$ cat config.mk
export PLATFORM = sky130hd
export DESIGN_NAME = irq_share_agg
export DESIGN_NICKNAME = d
export VERILOG_FILES = /design/src/rtl/irq_agg_pkg.sv /design/src/rtl/irq_sync.sv /design/src/rtl/irq_pending.sv /design/src/rtl/irq_wr_pulse.sv /design/src/rtl/irq_share_agg.sv
export SDC_FILE = /design/constraint.sdc
export NUM_CORES = 1
export LEC_CHECK = 0
export BUFFER_PORTS_ARGS = -buffer_cell sky130_fd_sc_hd__buf_2
export CORE_ASPECT_RATIO = 1.75
export CORE_UTILIZATION = 40
export CTS_CLUSTER_SIZE = 16
export DETAILED_ROUTE_END_ITERATION = 10
export PLACE_DENSITY = 0.63
export SKIP_CTS_REPAIR_TIMING = 1
export SYNTH_ARGS = -nofsm -noshare
export SYNTH_HDL_FRONTEND = slang
export SYNTH_HIERARCHICAL = 1
export SYNTH_SLANG_ARGS = --single-unit
$ cat constraint.sdc
create_clock -name clk -period 2.49 [get_ports clk]
set_input_delay 0.1245 -clock clk [delete_from_list [all_inputs] [get_ports clk]]
set_output_delay 0.1245 -clock clk [all_outputs]
set_load 0.005 [all_outputs]
$ cat src/rtl/irq_agg_pkg.sv
package irq_agg_pkg;
    localparam int BUS_W    = 16;
    localparam int BYTE_W   = 8;
    localparam int HI_LSB   = 8;
    localparam int MAX_SRC  = 8;
endpackage

$ cat src/rtl/irq_sync.sv
module irq_sync #(
    parameter int W      = 1,
    parameter int STAGES = 2
) (
    input  logic         clk,
    input  logic         rst_n,
    input  logic [W-1:0] async_i,
    output logic [W-1:0] sync_o
);
    logic [STAGES-1:0][W-1:0] chain_d, chain_q;

    always_comb begin
        chain_d[0] = async_i;
        for (int i = 1; i < STAGES; i++) begin
            chain_d[i] = chain_q[i-1];
        end
    end

    always_ff @(posedge clk or negedge rst_n) begin
        if (!rst_n) chain_q <= '0;
        else        chain_q <= chain_d;
    end

    assign sync_o = chain_q[STAGES-1];
endmodule

$ cat src/rtl/irq_pending.sv
module irq_pending #(
    parameter int N      = 8,
    parameter int STAGES = 2
) (
    input  logic         clk,
    input  logic         rst_n,
    input  logic [N-1:0] req_i,
    input  logic [N-1:0] clr_i,
    output logic [N-1:0] pending_o,
    output logic         irq_o
);
    typedef struct packed {
        logic [N-1:0] prev;
        logic [N-1:0] pend;
    } pend_st_t;

    pend_st_t     st_d, st_q;
    logic [N-1:0] req_s;
    logic [N-1:0] rise;

    irq_sync #(.W(N), .STAGES(STAGES)) u_req_sync (
        .clk    (clk),
        .rst_n  (rst_n),
        .async_i(req_i),
        .sync_o (req_s)
    );

    always_comb begin
        rise      = req_s & ~st_q.prev;
        st_d.prev = req_s;
        // a fresh edge outranks a clear arriving in the same cycle
        st_d.pend = (st_q.pend & ~clr_i) | rise;
    end

    always_ff @(posedge clk or negedge rst_n) begin
        if (!rst_n) st_q <= '0;
        else        st_q <= st_d;
    end

    assign pending_o = st_q.pend;
    assign irq_o     = |st_q.pend;

    assert_edge_sets_R2: assert property (@(posedge clk) disable iff (!rst_n)
        (rise != '0) |=> ((pending_o & $past(rise)) == $past(rise)));

    assert_clear_drops_R6: assert property (@(posedge clk) disable iff (!rst_n)
        ((clr_i & ~rise) != '0) |=> ((pending_o & $past(clr_i & ~rise)) == '0));

    assert_irq_needs_edge_R7: assert property (@(posedge clk) disable iff (!rst_n)
        $rose(irq_o) |-> ($past(rise) != '0));
endmodule

$ cat src/rtl/irq_wr_pulse.sv
module irq_wr_pulse #(
    parameter int N      = 8,
    parameter int STAGES = 2
) (
    input  logic                        clk,
    input  logic                        rst_n,
    input  logic                        wr_async_i,
    input  logic [irq_agg_pkg::BYTE_W-1:0] data_i,
    output logic [N-1:0]                clr_o
);
    typedef struct packed {
        logic         prev;
        logic [N-1:0] mask;
        logic [N-1:0] clr;
    } wr_st_t;

    wr_st_t st_d, st_q;
    logic   wr_s;
    logic   start, fall;

    irq_sync #(.W(1), .STAGES(STAGES)) u_wr_sync (
        .clk    (clk),
        .rst_n  (rst_n),
        .async_i(wr_async_i),
        .sync_o (wr_s)
    );

    always_comb begin
        start     = wr_s & ~st_q.prev;
        fall      = st_q.prev & ~wr_s;
        st_d.prev = wr_s;
        // data is sampled once the strobe is seen, well after it settled
        st_d.mask = start ? data_i[N-1:0] : st_q.mask;
        st_d.clr  = fall ? st_q.mask : '0;
    end

    always_ff @(posedge clk or negedge rst_n) begin
        if (!rst_n) st_q <= '0;
        else        st_q <= st_d;
    end

    assign clr_o = st_q.clr;

    assert_clear_one_cycle_R5: assert property (@(posedge clk) disable iff (!rst_n)
        (clr_o != '0) |=> (clr_o == '0));
endmodule

$ cat src/rtl/irq_share_agg.sv
module irq_share_agg #(
    parameter int N_SRC       = 8,
    parameter int SYNC_STAGES = 2
) (
    input  logic                            clk,
    input  logic                            rst_n,
    input  logic [N_SRC-1:0]                req_i,
    input  logic                            cs_i,
    input  logic                            bus_rd_n_i,
    input  logic                            bus_wr_n_i,
    input  logic [irq_agg_pkg::BUS_W-1:0]   bus_data_i,
    output logic [irq_agg_pkg::BUS_W-1:0]   bus_data_o,
    output logic                            bus_data_oe_o,
    output logic                            irq_o,
    output logic [N_SRC-1:0]                clr_o
);
    import irq_agg_pkg::*;

    localparam int HI_MSB = HI_LSB + BYTE_W - 1;

    logic [N_SRC-1:0]  pending;
    logic [BYTE_W-1:0] pend_byte;
    logic              rd_act, wr_act;
    logic [HI_LSB-1:0] unused_lo_lanes;

    // strobes are active low on the bus, active high inside
    assign rd_act          = cs_i & ~bus_rd_n_i;
    assign wr_act          = cs_i & ~bus_wr_n_i;
    assign unused_lo_lanes = bus_data_i[HI_LSB-1:0];

    irq_pending #(.N(N_SRC), .STAGES(SYNC_STAGES)) u_pending (
        .clk      (clk),
        .rst_n    (rst_n),
        .req_i    (req_i),
        .clr_i    (clr_o),
        .pending_o(pending),
        .irq_o    (irq_o)
    );

    irq_wr_pulse #(.N(N_SRC), .STAGES(SYNC_STAGES)) u_wr_pulse (
        .clk       (clk),
        .rst_n     (rst_n),
        .wr_async_i(wr_act),
        .data_i    (bus_data_i[HI_MSB:HI_LSB]),
        .clr_o     (clr_o)
    );

    always_comb begin
        pend_byte              = '0;
        pend_byte[N_SRC-1:0]   = pending;
        bus_data_oe_o          = rd_act;
        bus_data_o             = '0;
        if (rd_act) bus_data_o[HI_MSB:HI_LSB] = pend_byte;
    end

    assert_irq_low_when_empty_R3: assert property (@(posedge clk) disable iff (!rst_n)
        (rd_act && bus_data_o == '0) |-> !irq_o);
endmodule

Word-level counts from Yosys, hierarchy flattened
Index checks and enable logic that the tools add are counted.
{"block": "totals", "ff_bits": 51, "out_inout_bits": 26}
{"block": "classes", "n_reduce_logical": 1, "muxes": 2, "bitwise_logic": 13}
{"operator": "$and 8x8->8", "n": 2}
{"operator": "$mux 8", "n": 2}
{"operator": "$not 8->8", "n": 2}
{"operator": "$or 8x8->8", "n": 1}
{"operator": "$reduce_or 8->1", "n": 1}
{"operator": "$and 1x1->1", "n": 4}
{"operator": "$not 1->1", "n": 4}

Longest topological paths before layout
Gate-level depths: netlist of run 1.
{"block": "depth", "ltp_word": 3, "depth_mapped": 3, "depth_no_buf": 2}

Modules after synthesis
Netlist of run 1, hierarchy kept.
{"module": "irq_wr_pulse", "area_each_um2": 689.4, "cells_each": 44, "n_inst": 1}
{"module": "irq_pending", "area_each_um2": 586.8, "cells_each": 51, "n_inst": 1}
{"module": "irq_sync at u_pending.u_req_sync", "area_each_um2": 400.4, "cells_each": 16, "n_inst": 1}
{"module": "irq_share_agg", "area_each_um2": 146.4, "cells_each": 19, "n_inst": 1}
{"module": "irq_sync at u_wr_pulse.u_wr_sync", "area_each_um2": 50.0, "cells_each": 2, "n_inst": 1}

Worst setup path before layout of run 1
No wires, ideal clock.
{"block": "synth_timing", "path_type": "flip-flop to flip-flop", "start": "register u_wr_pulse/st_q[16] (netlist name)", "end": "register u_wr_pulse/st_q[10] (netlist name)", "period_less_slack_ns": 1.050, "t_required_ns": 2.365, "slack_ns": 1.440, "path_stages_with_launch": 4, "n_path_buf": 1, "arrival_time_ns": 0.925, "cell_sequence": "dfrtp_1 nor2b_4 buf_6 mux2_4"}
{"block": "synth_between", "elab_chain_cells": 2}
{"element": "from (decl)", "line": "irq_wr_pulse.sv:17", "text": "wr_st_t st_d, st_q;"}
{"element": "from (signal assigned)", "line": "irq_wr_pulse.sv:39", "text": "else st_q <= st_d;"}
{"element": "$not 1->1", "line": "irq_wr_pulse.sv:29", "text": "start = wr_s & ~st_q.prev;"}
{"element": "$and 1x1->1", "line": "irq_wr_pulse.sv:29"}
Every way passes these cells.
A chain may end at the register's enable or synchronous reset.

Worst setup path in the final report of run 1
{"block": "layout_timing", "start": "register u_pending.st_q, in the netlist u_pending/pending_o[5]", "end": "output port irq_o"}
{"block": "layout_between", "elab_chain_cells": 1}
{"element": "from (decl)", "line": "irq_pending.sv:17", "text": "pend_st_t st_d, st_q;"}
{"element": "from (signal assigned)", "line": "irq_pending.sv:37", "text": "else st_q <= st_d;"}
{"element": "$reduce_or 8->1", "line": "irq_pending.sv:41", "text": "assign irq_o = |st_q.pend;"}
{"element": "to (decl)", "line": "irq_share_agg.sv:14", "text": "output logic irq_o,"}
Every way passes these cells.

==> out/results.txt, run 1 <==
The flow ran to the end, and the final reports show no timing, DRC or antenna violations. The maximum root-to-sink buffer count was 2. For the total setup violations reported at the end of the flow, the log shows 0. For this design the ratio of total power to cell area is 715 mW/mm^2.

The global-route layer with the greatest usage is met2. In the final layout, the share of cells above drive strength 1 is 32.5%. In the global route stage, met1 resource usage came out at 13.8%.

Each instance of the synthesized netlist takes up on average 14.2 um^2. Timing would allow up to 766 MHz. The largest total area in the synthesized netlist belongs to sky130_fd_sc_hd__dfrtp_1. The net count of the finished layout is 197.

The tools report the number of global-route vias before repair as 804. The first detailed-routing pass ran for 2 iterations. The root buffer cell chosen for the clock tree is sky130_fd_sc_hd__clkbuf_8. After synthesis the netlist holds a flip-flop and latch count of 51. IR analysis of the VDD net gives a maximum drop of 632 uV.

The tools report the sequential-to-total area share from yosys stat as 68.1%. The top-level port count is 55. Routability-driven placement finished with a final weighted congestion of 0.690. The met2 usage in global routing was 17.6%. The class of the most critical hold timing path is primary input to asynchronous set/reset pin. The run gives 0 as the number of maximum-capacitance constraint violations. The total buffers and inverters traversed by the critical path works out to 1. The design draws 1.53 mW.

The antenna violation net count after detailed routing was 0; the static leakage was 1.14 nW. In this run the worst path has a maximum fanout of 3. The worst hold margin was 16.1 ps.

The detailed router placed 920 vias in this run. Grouping stages by cell kind, the critical path spends the most delay in flip-flops. Number of buffers added by the clock tree synthesis step: 5. For the final database, setup skew stands at 6.54 ps. The count of endpoints failing hold in the final timing report is 0.

The cell area that synthesis handed to floorplanning was 0.00187 mm^2. Critical-path cell with the highest stage delay: sky130_fd_sc_hd__dfrtp_1. The worst path uses 52.4% of the clock period. The critical path is of the flop to output port type. The tools report the detailed router's first-iteration violation count as 9.

For this run, the number of Yosys warnings is 6. TritonCTS built the clock tree. After detailed routing, the number of remaining DRC violations is 0. By area the synthesized netlist is led by sky130_fd_sc_hd__dfrtp_1 68%, sky130_fd_sc_hd__buf_4 9.6%, sky130_fd_sc_hd__mux2_4 6.4%, sky130_fd_sc_hd__and3b_1 3.7%, sky130_fd_sc_hd__inv_1 3.2%. The first global-routing pass estimated 3890 um of wire.

Using the TritonRoute via totals, the vias-per-cell ratio works out to 4.18. Global routing consumed, on the met3 layer, 2.96% of the routing resources. Of the post-synthesis cell area, the dominant cell type holds 68.1%. For the worst setup path, the data required time is 2370 ps.

The number of antenna diodes in the final layout is 0. The remaining max-slew budget at the tightest pin is 29.3%, and the placed wire-length estimate after detailed placement is 1840 um. The area overhead of the layout relative to synthesis works out to 14.1%.

The floorplan has 32 rows. The detailed-route wire length is 2590 um. The count of input and output buffers is 38. The initial antenna violation count was 0. At the worst endpoint, the arrival time is 1180 ps.

For this configuration, the core starts out at a cell density of 42.1%. From left edge to right edge, the die measures 53.7 um. Traced cell by cell, the critical path runs through nor4_1, nand2_1, buf_2.

The height of the chip is 92.5 um. The logs give 51 for the number of sinks on the clock net and 2 for the deepest level of the CTS H-tree. The floorplan die area was 0.00497 mm^2; the worst-skew pair later-pin latency was 290 ps. Routed length per placed instance: 11.8 um. For the pin with the worst max-slew slack, the measured transition is 1060 ps. The worst setup path is captured at an output port. Setup repair after global routing left no endpoint under its margin. The startpoint class of the critical path was a flop.

The delay contributed by the slowest stage of the critical path works out to 410 ps. Across every metal layer, demand over resource in global routing totals 11.5%. The number of library cell types mapped by synthesis is 14.

In the final timing run, aggregate negative setup slack is 0 ps. The largest net degree at the start of global routing came out at 52. The tools report the fill cell instance count of the final layout as 405.

The core region is 0.00444 mm^2. The leftover overflow at the end of global routing is 0, and the post-synthesis cell count is 132. After clock tree synthesis, the clock-pin slew on the worst setup and hold paths is 80 ps. The max-slew violation count is 0, and the post-route minimum period is 1310 ps.
## registers in the layout, summed over array words and instances, names as in the netlist
| signal | flops |
|---|---|
| u_pending/u_req_sync/chain_d | 8 |
| u_wr_pulse/u_wr_sync/chain_d | 1 |
| u_pending/st_q | 8 |
| u_wr_pulse/clr_o | 8 |
| u_wr_pulse/st_q | 9 |
| u_wr_pulse/u_wr_sync/sync_o | 1 |
| u_pending/pending_o | 8 |
| u_pending/u_req_sync/sync_o | 8 |
## cells by family (layout without fill, tap and decap cells)
logic type / after synthesis / after routing / synth area share [%]
simple gates: 23 / 23 / 9.15
mux: 8 / 8 / 6.41
flops: 51 / 51 / 68.1
compound gates: 8 / 8 / 2.67
buf+inv: 41 / 71 / 13.4
other cells: 1 / 8 / 0.200
## metrics by stage
stage | setup WS [ps] | utilization (%) | area (um^2) | cells
3_5_place_dp | 1300 | 44.1 | 1960 | 203
3_3_place_gp | 1320 | 44.1 | 1960 | 203
6_report | 1180 | 48.1 | 2140 | 220
2_1_floorplan | 1440 | - | 1900 | 139
5_1_grt | 1110 | 48.1 | 2140 | 220
4_1_cts | 1160 | 46.1 | 2050 | 211
## final timing paths
check,slack (ps),startpoint,endpoint,cells after the start
hold reg to reg,350,u_pending/u_req_sync/chain_d[9],u_pending/u_req_sync/sync_o[1],0
min in group clk,60,bus_data_i[11],u_wr_pulse/st_q[11],2
setup / recovery,1180,u_pending/pending_o[5],irq_o,3
setup reg to reg,1300,u_wr_pulse/st_q[16],u_wr_pulse/st_q[9],2
max in group asynchronous,1810,rst_n,u_wr_pulse/u_wr_sync/sync_o,1
hold / removal,20,rst_n,u_pending/u_req_sync/chain_d[12],1
## metal layers
| layer | vias up | share of wire, % |
|---|---|---|
| met5 | - | 0 |
| met1 | 424 | 43 |
| met4 | 0 | 2.7 |
| met3 | 6 | 5.1 |
| met2 | 31 | 49 |
| li1 | 459 | - |
## worst register-to-register path: stages, from the launching register on
cell,delay (ps)
sky130_fd_sc_hd__dfrtp_1,420
sky130_fd_sc_hd__nor2b_4,320
sky130_fd_sc_hd__mux2_4,340
## power breakdown
part           total, mW  internal [mW]  leakage (nW)  switching, mW
Combinational      0.150         0.0901         0.498         0.0602
Sequential         0.940          0.900         0.601         0.0402
Clock              0.439          0.196        0.0412          0.242
Total               1.53           1.19          1.14          0.343
## cell usage in the layout (no fill, tap or decap), drive strengths merged
cell and count:
nor4 2, and2b 1, buf 38, inv 16
nor2b 3, clkbuf 6, and2 8, o22ai 8
conb 8, clkinvlp 1, clkinv 1, dlygate4sd3 9
dfrtp 51, nand2 1, mux2 8, and3b 8
## cell usage after synthesis (all sizes together)
master / n
and2: 8
and2b: 1
and3b: 8
buf: 25
conb: 1
dfrtp: 51
inv: 16
mux2: 8
nand2: 1
nor2b: 3
nor4: 2
o22ai: 8
## final cells by class
cell class	count	area, um^2	area share [%]
flip-flops and latches	51	1280	59.7
repair buffers	47	280	13.1
well taps	51	63.8	2.99
inverters	16	60.1	2.81
multi-input cells	47	372	17.4
clock buffers	6	72.6	3.40
clock inverters	2	12.5	0.585
No activity file was read; power rests on OpenSTA's default activity.
==> run 2, diff against run 1 <==
==> constraint.sdc (replaced) <==
create_clock -name clk -period 1.29 [get_ports clk]
set_input_delay 0.0645 -clock clk [delete_from_list [all_inputs] [get_ports clk]]
set_output_delay 0.0645 -clock clk [all_outputs]
set_load 0.005 [all_outputs]
==> out/results.txt, run 2 (synthesis gave the netlist of run 1 again) <==
The total area inside the core boundary comes to 0.00444 mm^2. The worst register-to-register path has a setup slack of 90 ps. The count of endpoints failing hold in the final timing report was 0.

The share of total power dissipated in combinational logic is 10.5%. After global routing the overflow that remains totals 0. The largest net degree at the start of global routing was 52; the final net count was 204. The critical path class is flop to output port.

The register with the most flip-flops in the layout has 9 of them. VDD sags by at most 1280 uV. The mean number of vias per cell works out to 4.29. The fill cell instance count of the final layout was 399; the placed wire-length estimate after detailed placement was 1850 um. The achievable clock frequency came out at 810 MHz. The worst hold path belongs to the class primary input to flop. The proportion of layout cells with a drive suffix above 1 was 32.6%.

In the routed design, unresolved DRC markers number 0. The area overhead of the layout relative to synthesis is 18.8%. The max-slew violation count was 0; the number of sinks on the clock net was 51.

The clock network accounts for 29.1% of the total power. In this run the tool buffered the top-level ports with 38 buffer cells. The tools report the deepest level of the CTS H-tree as 2. The routed layout has 969 vias. At the later pin of the worst-skew pair, clock insertion delay measures 290 ps.

After detailed routing, the total wire length is 2610 um. Across the run, the number of max-cap violations was 0. The net switching fraction of the power works out to 21.8%. Most common library cell in the layout ignoring fill and taps: sky130_fd_sc_hd__dfrtp_1. Sequential cells account for 60.4% of the total power. The internal portion of total power is 2.35 mW. Die span in x: 53.7 um. The clock passes through at most 2 buffers. Setup violations remaining at the end of the flow were counted as 0.

The register with the most flip-flops is u_wr_pulse/st_q. The flow ran to the end, and the final reports show no timing, DRC or antenna violations. For this design the ratio of total power to cell area is 1350 mW/mm^2.

Data arrives at the worst endpoint at 1170 ps. Initial antenna violation count: 0. The logs give 11.8% for the aggregate global-route resource usage and 0.00497 mm^2 for the floorplan die area. The worst setup path is launched from a flop.

Critical-path maximum fanout: 3. TritonCTS built the clock tree. Across all hold checks on the routed design, the worst slack comes to 4.75 ps.

The top cell types in the final layout, fill and taps aside, are 51 x sky130_fd_sc_hd__dfrtp_1, 38 x sky130_fd_sc_hd__buf_2, 16 x sky130_fd_sc_hd__inv_1. The top-level port count came out at 55. The logs give 2 for the count of TritonRoute iterations in the first routing pass and 3.01 mW for the power consumption.

The first global-routing pass estimated 4110 um of wire. The post-route minimum period is 1230 ps. In this run the power spent charging and discharging nets is 0.656 mW.

The number of buffers added by the clock tree synthesis step was 5; the routability congestion estimate from global placement was 0.664. For the final database, setup skew stands at 2.80 ps. The tools report the cell chosen for the clock root as sky130_fd_sc_hd__clkbuf_8. The antenna violation net count after detailed routing was 0; the number of core rows was 32. The type of destination of the critical path is an output port. The static leakage was 1.18 nW. Setup repair after global routing could not meet its margin everywhere. The clock-pin slew on the worst setup and hold paths was 80 ps; the initial core utilization was 42.1%. The run gives 11 as the detailed router's first-iteration violation count. The run gives 902 as the number of global-route vias before repair. The die is 92.5 um tall. The final cycle utilization of the critical path works out to 95.7%. At the worst endpoint, the required time is 1230 ps.

0 antenna diodes ended up in the layout. After detailed routing, the average wire length per cell comes to 11.6 um.
run 2: path summary, 6_finish.rpt:
check,to,cells after the start,startpoint
min reg2reg,u_pending/u_req_sync/sync_o[7],0,u_pending/u_req_sync/chain_d[15]
min,u_wr_pulse/st_q[15],2,bus_data_i[15]
max,irq_o,3,u_pending/pending_o[5]
min in group asynchronous,u_pending/u_req_sync/sync_o[0],3,rst_n
max in group asynchronous,u_pending/pending_o[2],3,rst_n
max reg2reg,u_wr_pulse/st_q[9],2,u_wr_pulse/u_wr_sync/sync_o
run 2: area by class of cell:
cell class              count  area [um^2]  share of cell area, %
multi-input cells          47          378                   17.0
inverters                  16         60.1                   2.70
flip-flops and latches     51         1280                   57.3
repair buffers             54          360                   16.2
clock inverters             1         5.00                  0.225
clock buffers               6         82.6                   3.71
well taps                  51         63.8                   2.87
run 2: metrics by stage:
stage | instances | utilization (%) | TNS (ps) | setup slack (ps) | instance area (um^2)
finish | 226 | 50.1 | 0 | 55.4 | 2230
global route | 226 | 50.1 | -12.0 | -12.0 | 2230
CTS | 211 | 46.6 | 0 | 27.9 | 2070
detailed placement | 204 | 44.6 | 0 | 94.0 | 1980
global placement | 204 | 44.6 | 0 | 122 | 1980
floorplan | 139 | - | 0 | 240 | 1900
run 2: routing by layer:
layer	track usage (%)	wire length [um]	vias up
met3	4.43	184	6
li1	-	-	470
met4	6.58	65	0
met1	13.3	1020	462
met2	18.3	1350	31
met5	0	0	-
run 2: power groups by stage:
| stage | Clock [mW] | Sequential [mW] | Combinational [mW] |
|---|---|---|---|
| 5_1_grt | 1.00 | 1.83 | 0.349 |
| 6_report | 0.876 | 1.82 | 0.314 |
| 2_1_floorplan | 0 | 1.82 | 0.252 |
| 3_3_place_gp | 0 | 1.84 | 0.274 |
| 4_1_cts | 0.900 | 1.82 | 0.284 |
| 3_5_place_dp | 0 | 1.85 | 0.283 |
run 2: worst max-delay path, cell delays in order, from the launching register on:
cell                      delay [ps]
sky130_fd_sc_hd__dfrtp_1         410
sky130_fd_sc_hd__nor4_1          270
sky130_fd_sc_hd__nand2_1          80
sky130_fd_sc_hd__buf_2           130
==> run 3, diff against run 2 <==
--- a/config.mk
+++ b/config.mk
@@ -6,11 +6,13 @@
 export NUM_CORES = 1
 export LEC_CHECK = 0
 export BUFFER_PORTS_ARGS = -buffer_cell sky130_fd_sc_hd__buf_2
+export CELL_PAD_IN_SITES_DETAIL_PLACEMENT = 1
+export CELL_PAD_IN_SITES_GLOBAL_PLACEMENT = 1
 export CORE_ASPECT_RATIO = 1.75
 export CORE_UTILIZATION = 40
 export CTS_CLUSTER_SIZE = 16
 export DETAILED_ROUTE_END_ITERATION = 10
-export PLACE_DENSITY = 0.63
+export PLACE_DENSITY = 0.77
 export SKIP_CTS_REPAIR_TIMING = 1
 export SYNTH_ARGS = -nofsm -noshare
 export SYNTH_HDL_FRONTEND = slang
==> out/results.txt, run 3 (synthesis gave the netlist of run 1 again) <==
The run finished with clean final reports. The achievable clock frequency was 800 MHz; the area overhead of the layout relative to synthesis was 22.0%. The critical-path cell with the highest stage delay is sky130_fd_sc_hd__dfrtp_1. The finished layout holds 228 standard cells, fillers aside. The worst-case reg-to-reg path depth is 2. The worst register-to-register path begins at u_wr_pulse/st_q[16]. At the later pin of the worst-skew pair, clock insertion delay measures 290 ps. The number of antenna cells inserted is 0, and the clock-pin slew on the worst setup and hold paths is 80 ps. The count of input and output buffers was 38. For this design the top-level I/O count stands at 55. TritonCTS built the clock tree. Detailed-route wire length: 3210 um.

The logs give 0.642 for the routability congestion estimate from global placement and 0.00228 mm^2 for the post-route cell area. At the placement stage, the worst setup path has a slack of 105 ps. After legalization and detailed placement, the total HPWL measured 2130 um. The count of endpoints failing hold in the final timing report came out at 0. The logs give 13.5% for the aggregate global-route resource usage and 1230 ps for the required time of the critical path.

The fill cell instance count of the final layout was 456; the deepest level of the CTS H-tree was 2. The worst hold path belongs to the class primary input to flop. The height of the chip is 92.5 um. For this run, the share of the core covered by cells in the final layout is 51.4%. The number of clock buffers added by TritonCTS is 5. The die is 53.7 um wide.

In the routed layout, each cell is associated on average with a via count of 4.48. The logs give 4730 um for the global-route wire length before repair and 3.42 mW for the power consumption. The detailed router finished its first iteration with 5 violations.

The total buffers and inverters traversed by the critical path was 1; the final cycle utilization of the critical path was 96.9%. The number of placed instances, taps included, is 204. The final-layout setup total negative slack was 0 ps; the instance count on the critical path was 3. Of all nets on the critical path, the largest fanout is 3.

The number of core rows is 32. For the worst hold margin, the log shows 6.06 ps. The delay contributed by the slowest stage of the critical path was 410 ps; the number of sinks on the clock net was 51. Along the worst hold path, the cell count comes to 2. For the worst setup skew after layout, the log shows 6.68 ps. Maximum root-to-sink buffer count: 2.

Setup repair after global routing could not meet its margin everywhere. Counting flops per register, the top entry is u_wr_pulse/st_q. For this run, design rule violations remaining after detail routing come to 0.

Worst-case register-to-register setup slack: 90 ps. The clock period could shrink to 1250 ps. For this design the ratio of total power to cell area is 1500 mW/mm^2. Once detail routing completed, the nets flagged for antenna violations numbered 0. The total setup violations reported at the end of the flow was 0.

The worst hold path begins at bus_data_i[13]. The total area inside the core boundary comes to 0.00444 mm^2. The tree is rooted in a sky130_fd_sc_hd__clkbuf_8.

Data on the critical path arrives at its endpoint at 1190 ps. The initial antenna violation count was 0; the leftover overflow at the end of global routing was 0. Total cell area at the placement stage: 0.00198 mm^2. For this run, the detailed router's first-pass iteration total came to 2.

Endpoint of the lowest-slack register-to-register path: u_wr_pulse/st_q[12]. In the final routed layout, each cell accounts on average for 14.1 um. The final route contains 1022 vias.

The static leakage was 1.20 nW; the largest net degree at the start of global routing was 52. The final net count is 205, and the initial core utilization is 42.1%. The proportion of layout cells with a drive suffix above 1 works out to 33.3%. Endpoint of the worst hold path: u_wr_pulse/st_q[13].

By startpoint and endpoint, the worst setup path is classified as flop to output port. The type of destination of the critical path was an output port. In the layout the commonest cells are 51 x sky130_fd_sc_hd__dfrtp_1, 38 x sky130_fd_sc_hd__buf_2, 16 x sky130_fd_sc_hd__inv_1. Broken down by cell family, the worst path's largest delay share belongs to flip-flops. Traced cell by cell, the critical path runs through nor4_2, nand2_1, buf_2. The number of global-route vias before repair is 993, and the floorplan die area is 0.00497 mm^2. Leaving out fill and tap cells, the most frequent cell in the layout is sky130_fd_sc_hd__dfrtp_1. The logs give 1120 uV for the largest voltage drop on the vdd net and 0 for the number of maximum-capacitance constraint violations.

The tools report the max-slew violation count as 0. The register with the most flip-flops in the layout has 9 of them. The tools report the final worst-path setup slack as 39.6 ps. STA classifies the critical path startpoint as a flop.
-- run 3: area by class of cell --
| cell class | count | area [um^2] | share of cell area (%) |
|---|---|---|---|
| inverter | 16 | 60.1 | 2.63 |
| multi-input combinational | 47 | 384 | 16.8 |
| sequential | 51 | 1280 | 55.9 |
| tap | 51 | 63.8 | 2.79 |
| timing repair buffer | 55 | 368 | 16.1 |
| clock inverter | 2 | 60.1 | 2.63 |
| clock buffer | 6 | 72.6 | 3.18 |
-- run 3: per-layer routing --
metal	vias to the layer above	wire, um	global-route usage, %
met1	505	1190	15.3
li1	472	-	-
met5	-	0	0
met2	39	1790	23.0
met4	0	61	5.92
met3	6	163	3.12
-- run 3: worst max path at each step --
stage | to | slack [ps] | from
after floorplan | u_wr_pulse/st_q[10] | 240 | u_wr_pulse/st_q[16]
after global placement | u_wr_pulse/st_q[11] | 140 | u_wr_pulse/st_q[16]
after detailed placement | u_wr_pulse/st_q[8] | 110 | u_wr_pulse/st_q[16]
after CTS | irq_o | -30 | u_pending/pending_o[0]
after global routing | irq_o | -30 | u_pending/pending_o[1]
final | irq_o | 40 | u_pending/pending_o[1]
-- run 3: power by group --
group	switching, mW	internal [mW]	total [mW]
clock network	0.487	0.775	1.26
logic	0.130	0.198	0.328
registers	0.0907	1.74	1.83
total	0.708	2.71	3.42
